==> src/rtl/sfe_pkg.sv <==
package sfe_pkg;
  parameter int unsigned DATA_W  = 8;
  parameter int unsigned ADDR_W  = 8;
  parameter int unsigned NUM_EVT = 4;

  // index 0 osc, 1 vneg, 2 vpos, 3 overtemp
  localparam int unsigned EVT_POS [NUM_EVT] = '{1, 4, 5, 7};
  localparam int unsigned OSC_IDX = 0;

  localparam logic [ADDR_W-1:0] PEEK_ADDR  = ADDR_W'(8'h0A);
  localparam logic [ADDR_W-1:0] CLEAR_ADDR = ADDR_W'(8'h0B);

  function automatic logic [DATA_W-1:0] used_bits();
    logic [DATA_W-1:0] m;
    m = '0;
    for (int i = 0; i < NUM_EVT; i++) m[EVT_POS[i]] = 1'b1;
    return m;
  endfunction
endpackage

==> src/rtl/sfe_sticky_bit.sv <==
module sfe_sticky_bit (
  input  logic clk,
  input  logic rst,
  input  logic set_i,
  input  logic clr_i,
  output logic q_o
);
  always_ff @(posedge clk) begin
    if (rst) q_o <= 1'b0;
    else     q_o <= set_i | (q_o & ~clr_i);
  end

  a_r2_sticky_hold: assert property (@(posedge clk) disable iff (rst)
    (q_o && !clr_i) |=> q_o);
  a_r5_set_wins: assert property (@(posedge clk) disable iff (rst)
    set_i |=> q_o);
  a_r4_clear_empties: assert property (@(posedge clk) disable iff (rst)
    (clr_i && !set_i) |=> !q_o);
  a_r9_reset_clears: assert property (@(posedge clk)
    rst |=> !q_o);
endmodule

==> src/rtl/sfe_read_port.sv <==
module sfe_read_port
  import sfe_pkg::*;
(
  input  logic              rd_en_i,
  input  logic [ADDR_W-1:0] rd_addr_i,
  input  logic [DATA_W-1:0] evt_byte_i,
  output logic [DATA_W-1:0] rd_data_o,
  output logic              clear_o
);
  logic hit_peek, hit_clear;

  always_comb begin
    hit_peek  = rd_en_i && (rd_addr_i == PEEK_ADDR);
    hit_clear = rd_en_i && (rd_addr_i == CLEAR_ADDR);
    clear_o   = hit_clear;
    rd_data_o = (hit_peek || hit_clear) ? evt_byte_i : '0;
  end
endmodule

==> src/rtl/sfe_summary.sv <==
module sfe_summary
  import sfe_pkg::*;
(
  input  logic               clk,
  input  logic               rst,
  input  logic [NUM_EVT-1:0] evt_q_i,
  input  logic               osc_mask_i,
  output logic               fault_o
);
  logic [NUM_EVT-1:0] gate;

  always_comb begin
    gate          = '1;
    gate[OSC_IDX] = ~osc_mask_i;
    fault_o       = |(evt_q_i & gate);
  end

  a_r7_mask_osc: assert property (@(posedge clk) disable iff (rst)
    (osc_mask_i && ((evt_q_i & ~(NUM_EVT'(1) << OSC_IDX)) == '0)) |-> !fault_o);
  a_r6_any_unmasked: assert property (@(posedge clk) disable iff (rst)
    ((evt_q_i & ~(NUM_EVT'(1) << OSC_IDX)) != '0) |-> fault_o);
endmodule

==> src/rtl/sfe_event_latch.sv <==
module sfe_event_latch
  import sfe_pkg::*;
(
  input  logic              clk,
  input  logic              rst,
  input  logic              osc_fail_i,
  input  logic              vneg_uv_i,
  input  logic              vpos_uv_i,
  input  logic              overtemp_i,
  input  logic              rd_en_i,
  input  logic [ADDR_W-1:0] rd_addr_i,
  input  logic              osc_mask_i,
  output logic [DATA_W-1:0] rd_data_o,
  output logic              supply_fault_o
);
  localparam logic [DATA_W-1:0] USED_MASK = used_bits();

  logic [NUM_EVT-1:0] fault_raw;
  logic [NUM_EVT-1:0] evt_q;
  logic [DATA_W-1:0]  evt_byte;
  logic               clear;

  assign fault_raw = {overtemp_i, vpos_uv_i, vneg_uv_i, osc_fail_i};

  for (genvar i = 0; i < NUM_EVT; i++) begin : g_evt
    sfe_sticky_bit u_bit (
      .clk   (clk),
      .rst   (rst),
      .set_i (fault_raw[i]),
      .clr_i (clear),
      .q_o   (evt_q[i])
    );
  end

  always_comb begin
    evt_byte = '0;
    for (int i = 0; i < NUM_EVT; i++) evt_byte[EVT_POS[i]] = evt_q[i];
  end

  sfe_read_port u_rd (
    .rd_en_i    (rd_en_i),
    .rd_addr_i  (rd_addr_i),
    .evt_byte_i (evt_byte),
    .rd_data_o  (rd_data_o),
    .clear_o    (clear)
  );

  sfe_summary u_sum (
    .clk        (clk),
    .rst        (rst),
    .evt_q_i    (evt_q),
    .osc_mask_i (osc_mask_i),
    .fault_o    (supply_fault_o)
  );

  a_r8_reserved_zero: assert property (@(posedge clk) disable iff (rst)
    (rd_data_o & ~USED_MASK) == '0);
  a_r10_idle_read_zero: assert property (@(posedge clk) disable iff (rst)
    !rd_en_i |-> (rd_data_o == '0));
endmodule

==> config.mk <==
export PLATFORM = sky130hd
export DESIGN_NAME = sfe_event_latch
export DESIGN_NICKNAME = d
export VERILOG_FILES = /design/src/rtl/sfe_pkg.sv /design/src/rtl/sfe_sticky_bit.sv /design/src/rtl/sfe_read_port.sv /design/src/rtl/sfe_summary.sv /design/src/rtl/sfe_event_latch.sv
export SDC_FILE = /design/constraint.sdc
export NUM_CORES = 1
export LEC_CHECK = 0
export ABC_AREA = 1
export BUFFER_PORTS_ARGS = -buffer_cell sky130_fd_sc_hd__buf_2
export CAP_MARGIN = 40
export CORE_AREA = 5 5 42 44
export DETAILED_ROUTE_END_ITERATION = 8
export DIE_AREA = 0 0 47 49
export HOLD_SLACK_MARGIN = 0.02
export PLACE_DENSITY = 0.47
export SKIP_CTS_REPAIR_TIMING = 1
export SLEW_MARGIN = 0
export SYNTH_ARGS = -nofsm -noshare
export SYNTH_HDL_FRONTEND = slang
export SYNTH_SLANG_ARGS = --single-unit
==> constraint.sdc <==
create_clock -name clk -period 1.7 [get_ports clk]
set_input_delay 0.17 -clock clk [delete_from_list [all_inputs] [get_ports clk]]
set_output_delay 0.17 -clock clk [all_outputs]
set_load 0.005 [all_outputs]
==> out/qor.txt, run 1 <==
Starting density of the core: 0.1946
Worst path arrival time: 0.94 ns
Peak supply drop: 267.0 uV
Shortest period the worst path allows: 1.113 ns
Global-route wire length before repair: 1062 um
Yosys warns: 0
Routed length per instance: 8.789 um
Status: finished, final reports clean
Portion of total power attributed to combinational logic: 0.185
Category of the worst setup path launch point: flip-flop
Via density per instance: 3.816
Via count of the first global-routing pass: 268
Net switching power: 65.79 uW
Detailed-routing iteration count for the pre-antenna-repair pass: 1
Clock root buffer: sky130_fd_sc_hd__clkbuf_4
Filler cell count in the final layout: 172
Worst-case clock buffer depth: 2
Number of violations of the max-capacitance limit: 0
Distinct cells, synth: 13
Leakage power of the design: 0.2136 nW
Category of the most critical setup path: flip-flop to output pin
End point of the critical path: rd_data_o[5]
Cts bufs inserted: 3
Per-instance average area after synthesis: 7.178 um2
Worst reg-to-reg setup slack: 0.95 ns
Largest registers in the final layout: g_evt.u_bit.q_o (4)
Synth Instances: 38
Area of the die: 2303 um2
Post-synthesis sequential area ratio: 0.2936
Count of buffers from port buffering: 20
Relative contribution of the clock network to total power: 0.435
Instance count along the most critical hold path: 2
Max FFs per register: 4
Total of flip-flops plus latches after synthesis: 4
Register clock-pin slew on the reported worst setup and hold paths: 0.04 ns
Number of routed nets with antenna violations: 0
Pin count of the biggest net entering global routing: 9
Type of element capturing the critical path: output pin
Leftover overflow at the end of global routing: 0
Cell class contributing the biggest share of worst-path delay: flip-flops
Initial antenna violation count: 0
Peak clock frequency supported by timing: 898.1 MHz
Cell type of the slowest stage on the worst timing path: sky130_fd_sc_hd__dfxtp_1
Diodes inserted: 0
Switching power as a share of total power: 0.2435
Floorplan row count: 14
Portion of total power attributed to sequential cells: 0.381
Slew Limit Fails: 0
Total placed instance area: 374.1 um2
Multi-input gate area: 136.4 um2
Depth of the critical timing path with buffers and inverters included: 3
Worst clock skew: 0 ns
Final instance area: 396.6 um2
Drc violations: 0
Sum of negative setup slack: 0 ns
Setup repair after global routing missed its margin: no
Number of cells on the worst reg-to-reg path: 3
Worst hold path type: input port to flip-flop
Layout overhead on the synthesized area: 45.41%
Power density over the cells: 681.3 nW/um2
Number of ports placed on the die boundary: 25
Proportion of netlist area held by the largest area contributor: 0.2936
Internal power: 204.4 uW
Critical-path maximum fanout: 3
Total area of sequential cells: 80.08 um2
EDFF count, synth: 0
Post-synth top area cell: sky130_fd_sc_hd__dfxtp_1
Worst setup path startpoint: g_evt[2].u_bit.q_o
Iteration-0 DRC count of the detailed router: 0
Routability Congestion: 0.6665
Crit path buffers/inverters: 2
Primary flip-flop cell chosen by synthesis mapping: sky130_fd_sc_hd__dfxtp_1
Core Footprint: 1401 um2
Insertion delay of the later-clocked pin in the worst-skew pair: 0.23 ns
Worst EP required: 1.53 ns
Slowest cell delay on critical path: 0.31 ns
Chip height: 49 um
Fraction of final layout cells with drive strength greater than 1: 0.4333
Startpoint of the worst hold path: rst
Most used standard cell by instance count after synthesis: sky130_fd_sc_hd__inv_1
Register with the most flip-flops: g_evt.u_bit.q_o
Share of flip-flops with an asynchronous set or reset: 0
Reg2Reg Capture Point: g_evt[2].u_bit.q_o
Top cells by area in the synthesized netlist: sky130_fd_sc_hd__dfxtp_1 29%, sky130_fd_sc_hd__buf_4 11%, sky130_fd_sc_hd__inv_1 11%
Final setup violating endpoints: 0
Layout Nets: 78
Post-Syn Area: 272.8 um2
Num Clock Sinks: 4
Worst r2r src: g_evt[2].u_bit.q_o
Hold violation total from the final report: 0
Detailed Route WL: 668 um
Share of the clock period used by the worst path after layout: 0.6549
TritonCTS clock tree: yes
Via count: 290
Global router's overall resource usage: 0.06554
Die width: 47 um
Ordered list of cells on the worst path: clkinv_1 -> nor3_1 -> buf_2
H-tree depth: 1
==> power by group through the flow <==
stage          logic [mW]  clock network (mW)  registers (mW)
2_1_floorplan      0.0325                   0           0.104
3_3_place_gp       0.0496                   0           0.104
3_5_place_dp       0.0505                   0           0.104
4_1_cts            0.0505               0.125           0.103
5_1_grt            0.0586               0.132           0.104
6_report           0.0499               0.118           0.103
==> worst min-delay path by stage <==
stage                                     to
after floorplan           g_evt[0].u_bit.q_o
after global placement    g_evt[0].u_bit.q_o
after detailed placement  g_evt[0].u_bit.q_o
after CTS                 g_evt[0].u_bit.q_o
after global routing      g_evt[0].u_bit.q_o
final                     g_evt[0].u_bit.q_o
==> per-layer routing <==
metal	GRT usage	part of all wire	vias up
met4	0.05530	0	0
met5	0	0	-
met2	0.07919	0.44	13
met3	0.02214	0.11	0
met1	0.08811	0.45	118
li1	-	-	159
==> layout make-up <==
cell class	instances	area share
Sequential cell	4	0.2019
Clock buffer	3	0.05678
Multi-Input combinational cell	23	0.3438
Inverter	10	0.09464
Timing Repair Buffer	20	0.2524
Tap cell	16	0.05047
==> cell families after synthesis <==
logic type	count (synthesis)	share of synthesized area
DFF	4	0.2936
other	1	0.01375
buffers and inverters	14	0.2477
AOI/OAI and AO/OA	9	0.2156
and+or+nand+nor	10	0.2294
==> placed cells by master, fill, tap and decap left out <==
| master | Yosys | routed |
|---|---|---|
| sky130_fd_sc_hd__clkinv_1 | 2 | 2 |
| sky130_fd_sc_hd__nor3_1 | 4 | 4 |
| sky130_fd_sc_hd__o21bai_1 | 4 | 4 |
| sky130_fd_sc_hd__nor2_2 | 2 | 2 |
| sky130_fd_sc_hd__dfxtp_1 | 4 | 4 |
| sky130_fd_sc_hd__nand2_1 | 2 | 2 |
| sky130_fd_sc_hd__conb_1 | 1 | 4 |
| sky130_fd_sc_hd__o2111ai_1 | 1 | 1 |
| sky130_fd_sc_hd__a21oi_1 | 4 | 4 |
| sky130_fd_sc_hd__inv_1 | 8 | 8 |
| sky130_fd_sc_hd__nand3_4 | 1 | 1 |
| sky130_fd_sc_hd__buf_2 | 0 | 20 |
| sky130_fd_sc_hd__clkbuf_4 | 0 | 3 |
| sky130_fd_sc_hd__nand3_1 | 1 | 1 |
==> per-stage QoR <==
stage / power [mW] / std cells / hold slack [ns] / setup slack (ns) / utilization
detailed placement: 0.1548 / 73 / 0.3884 / 0.6978 / 0.2670
global route: 0.2939 / 76 / 0.1515 / 0.4536 / 0.2830
CTS: 0.2783 / 76 / 0.1370 / 0.5710 / 0.2830
floorplan: 0.1365 / 41 / 0.2391 / 0.9439 / -
global placement: 0.1539 / 73 / 0.3855 / 0.7015 / 0.2670
finish: 0.2702 / 76 / 0.1428 / 0.5866 / 0.2830
Power figures use the tool's default switching activity.
==> inputs of run 2 (changes only) <==
--- a/config.mk
+++ b/config.mk
@@ -12,7 +12,7 @@
 export DETAILED_ROUTE_END_ITERATION = 8
 export DIE_AREA = 0 0 47 49
 export HOLD_SLACK_MARGIN = 0.02
-export PLACE_DENSITY = 0.47
+export PLACE_DENSITY = 0.49
 export SKIP_CTS_REPAIR_TIMING = 1
 export SLEW_MARGIN = 0
 export SYNTH_ARGS = -nofsm -noshare
==> constraint.sdc (replaced) <==
create_clock -name clk -period 0.9 [get_ports clk]
set_input_delay 0.09 -clock clk [delete_from_list [all_inputs] [get_ports clk]]
set_output_delay 0.09 -clock clk [all_outputs]
set_load 0.005 [all_outputs]
==> run 2 against run 1 <==
Compared with the run above:
- the flow now finishes with violations (negative setup slack)
- final cell count increased by 1.3%
- global-route usage increased by 0.21 points
- routed wire length increased by 2.8%
- sequential share of layout area decreased by 0.87 points
- flip-flop and latch count unchanged
- die area unchanged
- via count increased by 5.5%
- combinational power increased by 110%
- count of clock-buffer cells in the layout unchanged
- core utilization increased by 3.1 points
- setup slack got worse by 0.64 ns
- critical endpoint is now supply_fault_o
- largest power group unchanged
- highest routed layer is now met4
==> out/qor.txt, run 2 (synthesis gave the netlist of run 1 again) <==
Global-route wire length before repair: 1097 um (was 1062 um)
Fraction of final layout cells with drive strength greater than 1: 0.6557 (was 0.4333)
Met3 routed wirelength: 91 um (was 76 um)
TritonCTS clock tree: yes (unchanged)
Leakage power of the design: 0.2233 nW (was 0.2136 nW)
Share of the clock period used by the worst path after layout: 1.054
Number of routed nets with antenna violations: 0 (unchanged)
Type of element capturing the critical path: output pin (unchanged)
Register with the most flip-flops: g_evt.u_bit.q_o (unchanged)
Area of the die: 2303 um2 (unchanged)
Hold violation total from the final report: 0 (unchanged)
Violations in the final reports: negative setup slack
Non-Filler Instances: 77 (was 76)
Overall power consumption: 525.7 uW (was 270.2 uW)
Length of routed met2 wiring: 299 um (was 292 um)
Worst path arrival time: 0.86 ns (was 0.94 ns)
Clock root buffer: sky130_fd_sc_hd__clkbuf_4 (unchanged)
Number of ports placed on the die boundary: 25 (unchanged)
Cts bufs inserted: 3 (unchanged)
Highest routed layer: met4 (was met3)
Slowest cell delay on critical path: 0.31 ns (about the same)
Worst slack at placement: 0.06397 ns (was 0.6978 ns)
Via count of the first global-routing pass: 279 (was 268)
Initial antenna violation count: 0 (unchanged)
Drc violations: 0 (unchanged)
Layout Nets: 79 (was 78)
Leftover overflow at the end of global routing: 0 (unchanged)
Max FFs per register: 4 (unchanged)
Via count: 306 (was 290)
Cell type of the slowest stage on the worst timing path: sky130_fd_sc_hd__dfxtp_2 (was sky130_fd_sc_hd__dfxtp_1)
Largest registers in the final layout: g_evt.u_bit.q_o (4) (unchanged)
H-tree depth: 1 (unchanged)
Register clock-pin slew on the reported worst setup and hold paths: 0.04 ns (about the same)
Iteration-0 DRC count of the detailed router: 1 (was 0)
Routed length per instance: 8.922 um (was 8.789 um)
Met1 routed wirelength after detailed routing: 290 um (was 300 um)
Final setup violating endpoints: 1 (was 0)
Number of violations of the max-capacitance limit: 0 (unchanged)
Worst hold path type: input port to flip-flop (unchanged)
Diodes inserted: 0 (unchanged)
Final instance area: 440.4 um2 (was 396.6 um2)
Power density over the cells: 1194 nW/um2 (was 681.3 nW/um2)
Core Footprint: 1401 um2 (unchanged)
Peak clock frequency supported by timing: 1054 MHz
Via density per instance: 3.974 (was 3.816)
Worst-case clock buffer depth: 2 (unchanged)
Global router's overall resource usage: 0.06765 (was 0.06554)
Starting density of the core: 0.1946 (unchanged)
Detailed-routing iteration count for the pre-antenna-repair pass: 2 (was 1)
Placed cell count: 73 (unchanged)
Detailed Route WL: 687 um (was 668 um)
Count of buffers from port buffering: 20 (unchanged)
Setup slack after layout: -0.04904 ns (was 0.5866 ns)
Shortest period the worst path allows: 0.9490 ns
Worst clock skew: 0 ns (unchanged)
Sum of negative setup slack: -0.04904 ns (was 0 ns)
Pin count of the biggest net entering global routing: 9 (unchanged)
Num Clock Sinks: 4 (unchanged)
Most common library cell in the layout ignoring fill and taps: sky130_fd_sc_hd__buf_2 (unchanged)
Peak supply drop: 421.0 uV (was 267.0 uV)
Category of the most critical setup path: flip-flop to output pin (unchanged)
Critical-path maximum fanout: 3 (unchanged)
Total placed instance area: 374.1 um2 (unchanged)
Slew Limit Fails: 0 (unchanged)
Number of cells on the worst reg-to-reg path: 3 (unchanged)
Die width: 47 um (unchanged)
Insertion delay of the later-clocked pin in the worst-skew pair: 0.23 ns (about the same)
Commonest cells after routing, fill and taps aside: 20 x sky130_fd_sc_hd__buf_2, 6 x sky130_fd_sc_hd__inv_1 (was 20 x sky130_fd_sc_hd__buf_2, 8 x sky130_fd_sc_hd__inv_1)
Status: complete, but fails checks (was finished, final reports clean)
Floorplan row count: 14 (unchanged)
Chip height: 49 um (unchanged)
Category of the worst setup path launch point: flip-flop (unchanged)
Routability Congestion: 0.7690 (was 0.6665)
Worst EP required: 0.81 ns (was 1.53 ns)
Ordered list of cells on the worst path: inv_2 -> o2111ai_2 -> buf_2 (was clkinv_1 -> nor3_1 -> buf_2)
Setup repair after global routing missed its margin: yes (was no)
Instance count along the most critical hold path: 2 (unchanged)
Layout overhead on the synthesized area: 61.47% (was 45.41%)
## run 2: changes by cell type in the layout (fill, tap and decap cells not counted), sizes merged
cell	previous run	this run
inv	8	10
buf	20	21
clkinv	2	0
## run 2: worst paths after layout
path                      startpoint                  to  slack [ns]
setup / recovery  g_evt[0].u_bit.q_o      supply_fault_o       -0.05
hold / removal                   rst  g_evt[3].u_bit.q_o        0.06
setup reg to reg  g_evt[3].u_bit.q_o  g_evt[3].u_bit.q_o        0.19
hold reg to reg   g_evt[2].u_bit.q_o  g_evt[2].u_bit.q_o        0.58
## run 2: critical path, delay by kind of cell, from the launching register on
| family | cells | cell delay, ns |
|---|---|---|
| compound gates | 1 | 0.14 |
| buf+inv | 2 | 0.17 |
| flops | 1 | 0.31 |
## run 2: area by class of cell
type	instances	area, um2
Sequential cell	4	85.08
Clock buffer	3	22.52
Tap cell	16	20.02
Timing Repair Buffer	21	107.6
Fill cell	162	960.9
Inverter	10	37.54
Multi-Input combinational cell	23	167.7
## run 2: metrics by stage
stage | hold slack, ns | utilization
finish | 0.05709 | 0.3143
detailed placement | 0.3060 | 0.2670
floorplan | 0.1591 | -
CTS | 0.05747 | 0.2830
global placement | 0.3029 | 0.2670
global route | 0.07435 | 0.3143
## run 2: power breakdown
group / internal [mW] / total (mW) / switching, mW
sequential: 0.194 / 0.198 / 0.00489
combinational: 0.0504 / 0.107 / 0.0566
clock: 0.149 / 0.220 / 0.0713
total: 0.393 / 0.526 / 0.133
## run 2: metal layers
metal	GRT usage	vias up
met4	0.05530	0
met2	0.07919	16
met3	0.02214	2
li1	-	158
met1	0.09471	130
met5	0	-
==> inputs of run 3 (changes only) <==
==> constraint.sdc (replaced) <==
create_clock -name clk -period 0.8 [get_ports clk]
set_input_delay 0.08 -clock clk [delete_from_list [all_inputs] [get_ports clk]]
set_output_delay 0.08 -clock clk [all_outputs]
set_load 0.005 [all_outputs]
==> run 3 against run 2 <==
Compared with the run above:
- the run still ends with negative setup slack left
- die area unchanged
- routed wire length up 1.5%
- count of clock-buffer cells in the layout unchanged
- highest routed layer unchanged
- largest cell class unchanged
- setup slack worse by 0.090 ns
- combinational power increased by 11%
==> out/qor.txt, run 3 (synthesis gave the netlist of run 1 again) <==
Status: complete, but fails checks (unchanged)
Violations in the final reports: negative setup slack (unchanged)
Type of element capturing the critical path: output pin (unchanged)
Register clock-pin slew on the reported worst setup and hold paths: 0.04 ns (about the same)
Layout overhead on the synthesized area: 61.01% (was 61.47%)
Final setup violating endpoints: 5 (was 1)
Overall power consumption: 590.4 uW (was 525.7 uW)
Num Clock Sinks: 4 (unchanged)
Number of ports placed on the die boundary: 25 (unchanged)
Largest registers in the final layout: g_evt.u_bit.q_o (4) (unchanged)
Count of buffers from port buffering: 20 (unchanged)
H-tree depth: 1 (unchanged)
Worst clock skew: 0 ns (unchanged)
Cts bufs inserted: 3 (unchanged)
Detailed Route WL: 697 um (was 687 um)
Number of violations of the max-capacitance limit: 0 (unchanged)
Ordered list of cells on the worst path: inv_2 -> o2111ai_2 -> buf_2 (unchanged)
Multi-input gate area: 166.4 um2 (was 167.7 um2)
Most common library cell in the layout ignoring fill and taps: sky130_fd_sc_hd__buf_2 (unchanged)
Cell type of the slowest stage on the worst timing path: sky130_fd_sc_hd__dfxtp_2 (unchanged)
Leftover overflow at the end of global routing: 0 (unchanged)
Category of the most critical setup path: flip-flop to output pin (unchanged)
Share of the clock period used by the worst path after layout: 1.174
Register with the most flip-flops: g_evt.u_bit.q_o (unchanged)
Global-route wire length before repair: 1097 um (unchanged)
Diodes inserted: 0 (unchanged)
Commonest cells after routing, fill and taps aside: 20 x sky130_fd_sc_hd__buf_2, 6 x sky130_fd_sc_hd__inv_1 (unchanged)
Slowest cell delay on critical path: 0.31 ns (about the same)
Peak supply drop: 474.4 uV (was 421.0 uV)
Final instance area: 439.2 um2 (was 440.4 um2)
Number of routed nets with antenna violations: 0 (unchanged)
Max FFs per register: 4 (unchanged)
Category of the worst setup path launch point: flip-flop (unchanged)
Peak clock frequency supported by timing: 1065 MHz
Fraction of final layout cells with drive strength greater than 1: 0.6721 (was 0.6557)
Setup repair after global routing missed its margin: yes (unchanged)
Slew Limit Fails: 0 (unchanged)
Worst slack at placement: -0.02603 ns (was 0.06397 ns)
Final cell utilization of the core: 0.3134 (was 0.3143)
Filler cell count in the final layout: 163 (was 162)
Power density over the cells: 1344 nW/um2 (was 1194 nW/um2)
Worst path arrival time: 0.86 ns (about the same)
Initial antenna violation count: 0 (unchanged)
TritonCTS clock tree: yes (unchanged)
Routability Congestion: 0.7690 (unchanged)
Total placed instance area: 374.1 um2 (unchanged)
Worst hold path type: input port to flip-flop (unchanged)
Drc violations: 0 (unchanged)
Total area of sequential cells: 85.08 um2 (unchanged)
Clock root buffer: sky130_fd_sc_hd__clkbuf_4 (unchanged)
Routed length per instance: 9.052 um (was 8.922 um)
Die width: 47 um (unchanged)
Via count: 306 (unchanged)
Pin count of the biggest net entering global routing: 9 (unchanged)
Insertion delay of the later-clocked pin in the worst-skew pair: 0.23 ns (about the same)
Chip height: 49 um (unchanged)
Sum of negative setup slack: -0.4496 ns (was -0.04904 ns)
Iteration-0 DRC count of the detailed router: 1 (unchanged)
Area of the die: 2303 um2 (unchanged)
Floorplan row count: 14 (unchanged)
Via density per instance: 3.974 (unchanged)
Leakage power of the design: 0.2245 nW (was 0.2233 nW)
Detailed-routing iteration count for the pre-antenna-repair pass: 2 (unchanged)
Via count of the first global-routing pass: 279 (unchanged)
Setup slack after layout: -0.1390 ns (was -0.04904 ns)
Worst EP required: 0.72 ns (was 0.81 ns)
Core Footprint: 1401 um2 (unchanged)
Critical-path maximum fanout: 3 (unchanged)
Hold violation total from the final report: 0 (unchanged)
Worst-case clock buffer depth: 2 (unchanged)
Layout Nets: 79 (unchanged)
Global router's overall resource usage: 0.06765 (unchanged)
Shortest period the worst path allows: 0.9390 ns
Starting density of the core: 0.1946 (unchanged)
run 3: cell counts in the layout (fill, tap and decap cells not counted):
No cell type changed its count.
run 3: cell type report:
cell class / instances / share of cell area
Inverter: 10 / 0.08547
Multi-Input combinational cell: 23 / 0.3789
Clock buffer: 3 / 0.05128
Sequential cell: 4 / 0.1937
Timing Repair Buffer: 21 / 0.2450
Tap cell: 16 / 0.04558
run 3: per-layer routing:
layer  global-route usage  up-vias  routed length [um]
met4              0.05530        0                   6
met5                    0        -                   0
li1                     -      158                   -
met3              0.02214        2                  91
met2              0.07919       16                 306
met1              0.09471      130                 293
run 3: final timing paths:
path	from	endpoint	slack, ns	depth (start not counted)
min reg2reg	g_evt[2].u_bit.q_o	g_evt[2].u_bit.q_o	0.58	3
min	rst	g_evt[3].u_bit.q_o	0.05	2
max reg2reg	g_evt[3].u_bit.q_o	g_evt[3].u_bit.q_o	0.08	3
max	g_evt[0].u_bit.q_o	supply_fault_o	-0.14	3
run 3: metrics by stage:
stage	instances	hold slack [ns]
global placement	73	0.2929
CTS	76	0.04747
floorplan	41	0.1491
detailed placement	73	0.2960
global route	77	0.06435
finish	77	0.04709
run 3: where the power goes:
| part | leakage [nW] | switching (mW) | internal, mW |
|---|---|---|---|
| combinational | 0.176 | 0.0623 | 0.0569 |
| sequential | 0.0343 | 0.00551 | 0.218 |
| clock | 0.0138 | 0.0802 | 0.168 |
| total | 0.224 | 0.148 | 0.442 |
run 3: critical path: cells and delay by family (launching register included):
kind                   cells  cell delay, ns
AO/OA/AOI/OAI              1            0.14
flip-flops                 1            0.31
buffers and inverters      2            0.17
